===== src/rtl/cflag_alu_pkg.sv =====
package cflag_alu_pkg;
  localparam int OP_W   = 5;
  localparam int CC_W   = 4;
  localparam int CC_NEG = 0;
  localparam int CC_ZRO = 1;
  localparam int CC_POS = 2;
  localparam int CC_FLT = 3;

  typedef enum logic [OP_W-1:0] {
    OP_HALT  = 5'd0,
    OP_LOAD  = 5'd1,
    OP_STORE = 5'd2,
    OP_ADD   = 5'd3,
    OP_SUB   = 5'd5,
    OP_MUL   = 5'd6,
    OP_DIV   = 5'd7
  } op_e;
endpackage


===== src/rtl/alu_floor_div.sv =====
module alu_floor_div #(
  parameter int W = 32
) (
  input  logic [W-1:0] dividend_i,
  input  logic [W-1:0] divisor_i,
  output logic [W-1:0] quot_o,
  output logic         div_zero_o
);
  logic         neg_a, neg_b, sign_diff;
  logic [W-1:0] mag_a, mag_b, mag_b_safe;
  logic [W-1:0] q_mag, r_mag, q_trunc;

  assign neg_a      = dividend_i[W-1];
  assign neg_b      = divisor_i[W-1];
  assign sign_diff  = neg_a ^ neg_b;
  // unsigned magnitudes: -2^(W-1) still fits
  assign mag_a      = neg_a ? (~dividend_i + 1'b1) : dividend_i;
  assign mag_b      = neg_b ? (~divisor_i + 1'b1) : divisor_i;
  assign div_zero_o = (divisor_i == '0);
  assign mag_b_safe = div_zero_o ? {{(W-1){1'b0}}, 1'b1} : mag_b;
  assign q_mag      = mag_a / mag_b_safe;
  assign r_mag      = mag_a % mag_b_safe;
  assign q_trunc    = sign_diff ? (~q_mag + 1'b1) : q_mag;

  always_comb begin
    if (div_zero_o)                       quot_o = '0;
    else if (sign_diff && (r_mag != '0))  quot_o = q_trunc - 1'b1;
    else                                  quot_o = q_trunc;
  end
endmodule


===== src/rtl/alu_cond_gen.sv =====
module alu_cond_gen
  import cflag_alu_pkg::*;
#(
  parameter int W = 32
) (
  input  logic [W-1:0]    value_i,
  input  logic            fault_i,
  output logic [CC_W-1:0] cond_o
);
  always_comb begin
    cond_o = '0;
    if (fault_i)              cond_o[CC_FLT] = 1'b1;
    else if (value_i[W-1])    cond_o[CC_NEG] = 1'b1;
    else if (value_i == '0)   cond_o[CC_ZRO] = 1'b1;
    else                      cond_o[CC_POS] = 1'b1;
  end
endmodule


===== src/rtl/cflag_alu.sv =====
module cflag_alu
  import cflag_alu_pkg::*;
#(
  parameter int W = 32
) (
  input  logic [OP_W-1:0] op_i,
  input  logic [W-1:0]    a_i,
  input  logic [W-1:0]    b_i,
  output logic [W-1:0]    result_o,
  output logic [CC_W-1:0] cond_o
);
  logic [W-1:0] sum, diff, prod, quot;
  logic         div_zero, fault;

  assign sum  = a_i + b_i;
  assign diff = a_i - b_i;
  assign prod = a_i * b_i;  // low W bits match the signed product

  alu_floor_div #(.W(W)) u_div (
    .dividend_i (a_i),
    .divisor_i  (b_i),
    .quot_o     (quot),
    .div_zero_o (div_zero)
  );

  always_comb begin
    unique case (op_i)
      OP_LOAD, OP_STORE, OP_ADD: result_o = sum;
      OP_SUB:                    result_o = diff;
      OP_MUL:                    result_o = prod;
      OP_DIV:                    result_o = quot;
      default:                   result_o = '0;
    endcase
  end

  assign fault = (op_i == OP_DIV) && div_zero;

  alu_cond_gen #(.W(W)) u_cond (
    .value_i (result_o),
    .fault_i (fault),
    .cond_o  (cond_o)
  );
endmodule


===== config.mk =====
export PLATFORM = sky130hd
export DESIGN_NAME = cflag_alu
export DESIGN_NICKNAME = d
export VERILOG_FILES = /design/src/rtl/cflag_alu_pkg.sv /design/src/rtl/alu_floor_div.sv /design/src/rtl/alu_cond_gen.sv /design/src/rtl/cflag_alu.sv
export SDC_FILE = /design/constraint.sdc
export NUM_CORES = 2
export LEC_CHECK = 0
export BUFFER_PORTS_ARGS = -buffer_cell sky130_fd_sc_hd__buf_4
export CORE_ASPECT_RATIO = 0.5
export CORE_MARGIN = 2
export CORE_UTILIZATION = 50
export DETAILED_ROUTE_END_ITERATION = 12
export PLACE_DENSITY = 0.66
export SLEW_MARGIN = 20
export SYNTH_ARGS = -nofsm -noshare
export SYNTH_HDL_FRONTEND = slang
export SYNTH_SLANG_ARGS = --single-unit

===== constraint.sdc =====
create_clock -name vclk -period 159.9
set_input_delay 23.985 -clock vclk [all_inputs]
set_output_delay 23.985 -clock vclk [all_outputs]
set_load 0.02 [all_outputs]

=== After elaboration in Yosys (flattened, before gate mapping) ===
Cells that the tools add are included.
Widths: inputs -> output; s select.

* Add/sub/neg operators: 6
* Multipliers: 1
* Divide/modulo/power cells: 2
* Eq/ne operators: 6
* Muxes and demuxes: 13
* Bitwise gates (word level): 4
* Reduce and logical (&&, ||, !) cells: 6

{| class="wikitable"
|+ Operators with widths
! cell !! number
|-
| $mux 32 || 6
|-
| $pmux 32 s4 || 1
|-
| $add 32x1->32 const B || 3
|-
| $not 32->32 || 3
|-
| $logic_not 32->1 || 2
|-
| $add 32x32->32 || 1
|-
| $div 32x32->32 || 1
|-
| $mod 32x32->32 || 1
|-
| $mul 32x32->32 || 1
|-
| $reduce_bool 32->1 || 1
|-
| $sub 32x1->32 const B || 1
|-
| $sub 32x32->32 || 1
|-
| $eq 5x3->1 const B || 3
|-
| $eq 5x2->1 const B || 2
|-
| $eq 5x1->1 const B || 1
|-
| $mux 1 || 4
|-
| $mux 3 || 1
|-
| $reduce_or 3->1 || 1
|-
| $logic_and 1x1->1 || 2
|-
| $mux 2 || 1
|-
| $xor 1x1->1 || 1
|}

* Register bits: 0
* Input port bits: 69
* Output and inout port bits: 36
* Logic and storage cells: 38

=== Logic depth before layout (Yosys ltp) ===
* Word-level depth: 16
* Depth in mapped cells: 398
* Depth with buffers taken out: 360

=== Cells and area by module ===
Synthesis repeated with hierarchy kept, for this count alone.

* Cells, all modules: 7759
* Area, all modules: 55031.5 µm²

{| class="wikitable"
|+ Modules (own cells, without submodules)
! module !! times used !! cells an instance !! area each (µm²) !! sequential area each (µm²)
|-
| alu_floor_div || 1 || 5507 || 36093.4 || 0.0
|-
| cflag_alu || 1 || 2237 || 18819.3 || 0.0
|-
| alu_cond_gen || 1 || 15 || 118.9 || 0.0
|}

=== Worst setup path before layout ===
OpenSTA, ideal clock, no wires.

* Kind: input -> output
* From: input b_i[0]
* To: output cond_o[1]
* Data arrival time: 105.389 ns
* Data required time: 135.915 ns
* Slack: 30.526 ns
* Stages: 365
* Cell sequence: clkbuf_1 -> inv_1 -> ha_1 -> nor4b_2 -> a311oi_1 -> a211oi_1 -> o311ai_1 -> nor4_1 -> nand2_1 -> nor3_2 -> nand2_1 -> nor2_1 -> a21oi_1 -> a21oi_1 -> ha_1 -> or4b_2 -> o311ai_0 -> nand2_1 -> (+329 left out) -> inv_1 -> ha_1 -> nand4_1 -> or2_2 -> nor3_1 -> nor2_1 -> xnor2_1 -> nand2b_1 -> nor2_1 -> nand4_1 -> nor2_1 -> o2111ai_1 -> xor2_1 -> o21ai_0 -> or4_1 -> or4_1 -> or4_1 -> nor3_1

* Word-level cells in the longest chain between the ends: 16

{| class="wikitable"
|+ Ends and longest elaborated chain
! what !! RTL line !! text
|-
| start: declaration || cflag_alu.sv:8 || <nowiki>input logic [W-1:0] b_i,</nowiki>
|-
| $not 32->32 || alu_floor_div.sv:18 || <nowiki>assign mag_b = neg_b ? (~divisor_i + 1'b1) : divisor_i;</nowiki>
|-
| $add 32x1->32 || alu_floor_div.sv:18 ||
|-
| $mux 32 || alu_floor_div.sv:18 ||
|-
| $mux 32 || alu_floor_div.sv:20 || <nowiki>assign mag_b_safe = div_zero_o ? {{(W-1){1'b0}}, 1'b1} : mag_b;</nowiki>
|-
| $div 32x32->32 || alu_floor_div.sv:21 || <nowiki>assign q_mag = mag_a / mag_b_safe;</nowiki>
|-
| $not 32->32 || alu_floor_div.sv:23 || <nowiki>assign q_trunc = sign_diff ? (~q_mag + 1'b1) : q_mag;</nowiki>
|-
| $add 32x1->32 || alu_floor_div.sv:23 ||
|-
| $mux 32 || alu_floor_div.sv:23 ||
|-
| $sub 32x1->32 || alu_floor_div.sv:27 || <nowiki>else if (sign_diff && (r_mag != '0)) quot_o = q_trunc - 1'b1;</nowiki>
|-
| $mux 32 || alu_floor_div.sv:27 ||
|-
| $mux 32 || alu_floor_div.sv:26 || <nowiki>if (div_zero_o) quot_o = '0;</nowiki>
|-
| $pmux 32 s4 * || cflag_alu.sv:27 || <nowiki>unique case (op_i)</nowiki>
|-
| net result_o[24] || cflag_alu.sv:9 || <nowiki>output logic [W-1:0] result_o,</nowiki>
|-
| $logic_not 32->1 * || alu_cond_gen.sv:14 || <nowiki>else if (value_i == '0) cond_o[CC_ZRO] = 1'b1;</nowiki>
|-
| $mux 1 * || alu_cond_gen.sv:14 ||
|-
| $mux 2 * || alu_cond_gen.sv:13 || <nowiki>else if (value_i[W-1]) cond_o[CC_NEG] = 1'b1;</nowiki>
|-
| $mux 3 * || alu_cond_gen.sv:12 || <nowiki>if (fault_i) cond_o[CC_FLT] = 1'b1;</nowiki>
|-
| end: declaration || cflag_alu.sv:10 || <nowiki>output logic [CC_W-1:0] cond_o</nowiki>
|}

The timed path passes the listed nets; every way through them passes the cells marked *.

=== Final worst setup path ===
* From: input b_i[1]
* To: output cond_o[2]

* Word-level cells in the longest chain between the ends: 16

{| class="wikitable"
|+ Ends and longest elaborated chain
! what !! RTL line
|-
| $not 32->32 || alu_floor_div.sv:18
|-
| $add 32x1->32 || alu_floor_div.sv:18
|-
| $mux 32 || alu_floor_div.sv:18
|-
| $mux 32 || alu_floor_div.sv:20
|-
| $div 32x32->32 || alu_floor_div.sv:21
|-
| $not 32->32 || alu_floor_div.sv:23
|-
| $add 32x1->32 || alu_floor_div.sv:23
|-
| $mux 32 || alu_floor_div.sv:23
|-
| $sub 32x1->32 || alu_floor_div.sv:27
|-
| $mux 32 || alu_floor_div.sv:27
|-
| $mux 32 || alu_floor_div.sv:26
|-
| $pmux 32 s4 || cflag_alu.sv:27
|-
| $logic_not 32->1 || alu_cond_gen.sv:14
|-
| $mux 1 || alu_cond_gen.sv:14
|-
| $mux 2 || alu_cond_gen.sv:13
|-
| $mux 3 * || alu_cond_gen.sv:12
|}

Mark *: on every way between the ends. The rest lies on a longest branch, timed or not.

==> reports/metrics.yaml <==
synth:
  synth_top_family_by_area: "adder cells"
  synthCells: 7560
  yosysWarnings: 0
  synthMuxAreaShare: 0.0115
  synth_top_cell_area_share: 0.163
  yosysSeqAreaShare: 0
  synth_compound_area_frac: 0.238
  netlist_top_cells_area: "ha_1 16%, fa_1 16%, nand2_1 7.3%, xnor2_1 6.6%, a21oi_1 5.0%"
  yosys.area.top_type: "ha_1"
  syn_area_per_cell_um2: 7.00
  synthSimpleGateAreaFrac: 0.258
  synth.cell_area_um2: 52900
  yosys.area_share.xor_xnor: 0.101
  synthAdderAreaFrac: 0.318
  synth_nets: 8728
  synthDistinctLibCells: 108
routing:
  dr.max_layer_used: "met5"
  route.met2.wl_mm: 104
  num_vias: 59200
  firstDrtPassIters: 6
  viasPerCell: 6.66
  m1WireLength_mm: 102
  ant_nets: 0
  wl_per_cell_um: 28.8
  drc: 0
  route.met3.wl_mm: 34.2
  drtIter0Drc: 7375
  wl_mm: 256
outcome:
  outcome: "finished clean"
sta:
  setup_violations: 0
  worst_slew_pin_slew_ns: 1.30
  fin_setup_tns_ns: 0
  period_share: 0.928
  fin_crit_ns: 148.46
  relSlewSlack: 0.123
  rsz0062_at_grt: "false"
  finalHoldViolCount: 0
  max_freq_ghz: 0.00674
  drv_slew: 0
  timing.final.ws_setup_ns: 11.44
worst_setup_path:
  critPathLaunch: "b_i[1]"
  crit_top_cell: "ha_1"
  slowest_delay_ns: 0.95
  cpMaxStageDelayCell: "a221oi_1"
  cp-start-kind: "input port"
  crit_type: "in -> out"
  crit_end: "cond_o[2]"
  worstSetupEndpointType: "primary output"
  crit_fanout: 42
  required_ns: 135.92
  arrival_ns: 124.47
clocking:
  cts_resized: 0
  cts_setup_buffers: 0
  ctsHoldBuffers: 0
global_route:
  grt_overflow_total: 0
  grt_max_degree: 57
  antenna_found_initial: 14
  grt_pass1_wl_mm: 368
  grt_pass1_vias: 54700
  grt_use_total: 0.454
floorplan:
  num_io_pins: 105
  core.rowCount: 84
  die_w_um: 464
  die_y_um: 234
  dieArea_um2: 109000
  initial_utilization: 0.504
  core_um2: 105000
layout:
  mostFrequentLayoutCells: "1027 x nand2_1, 689 x ha_1, 671 x inv_1, 648 x nor2_1, 529 x a21oi_1"
  regArea_um2: 0
  area_growth_pct: 5.07
  flops_and_latches: 0
  layout_commonest_cell: "nand2_1"
  nFillCells: 10600
  fin_nets: 8632
  clockBufferCount: 0
  drive_gt1_frac: 0.0629
min_path:
  hold_class: "in -> out"
run:
  maxCapViolCount: 0
place:
  io_buffers: 105
  dp_hpwl_mm: 202
  gp_congestion: 1.11
  post-place-ws_ns: 15.31
==> layout make-up <==
| type | instances | area, µm² | share of cell area |
|---|---|---|---|
| multi-input combinational | 6553 | 49500 | 0.890 |
| inverter | 674 | 2530 | 0.0455 |
| tap | 1419 | 1780 | 0.0319 |
| timing repair buffer | 235 | 1760 | 0.0317 |
| antenna | 10 | 25.0 | 0.000450 |
==> cells by family after synthesis <==
kind of cell,count (synthesis)
AND/OR/NAND/NOR,2868
AO/OA/AOI/OAI,1917
adder cells (fa/ha/maj),1099
buffers and inverters,1007
XOR/XNOR,612
multiplexers,57
==> worst min-delay path by stage <==
| stage | startpoint | to | slack, ns | cells after the start |
|---|---|---|---|---|
| 4_1_cts | op_i[0] | cond_o[3] | 48.61 | 4 |
| 3_3_place_gp | op_i[0] | cond_o[3] | 48.60 | 4 |
| 2_1_floorplan | op_i[0] | cond_o[3] | 48.24 | 3 |
| 3_5_place_dp | op_i[0] | cond_o[3] | 48.61 | 4 |
| 5_1_grt | op_i[0] | cond_o[3] | 48.62 | 4 |
| 6_report | op_i[0] | cond_o[3] | 48.65 | 4 |
==> cells in the mapped netlist (all sizes together) (89+ instances only) <==
master  instances
a21o          145
nand2        1027
o21a          111
fa            410
or3            89
nand3         187
clkbuf        236
nand4          92
a31oi          94
xnor2         399
o21ai         377
xor2          213
nor3          190
a21oi         531
buf            97
nor2          659
and2          187
inv           673
ha            689
==> per-layer routing <==
metal / track usage / vias up
li1: - / 26300
met1: 0.592 / 28300
met2: 0.682 / 3757
met3: 0.136 / 779
met4: 0.228 / 4
met5: 0 / -
==> worst max-delay path, delay by kind of cell <==
kind | cells | cell delay [ns]
adder cells (fa/ha/maj) | 32 | 10.95
buffers and inverters | 28 | 6.10
multiplexers | 5 | 2.10
AO/OA/AOI/OAI | 147 | 44.02
AND/OR/NAND/NOR | 121 | 35.99
XOR/XNOR | 3 | 0.93
==> per-stage QoR <==
step	util	cells	hold WS, ns	instance area, µm²
floorplan	-	7560	48.24	52900
global placement	0.529	8881	48.60	55500
detailed placement	0.529	8881	48.61	55600
CTS	0.529	8881	48.61	55600
global route	0.529	8882	48.62	55600
finish	0.530	8891	48.65	55600
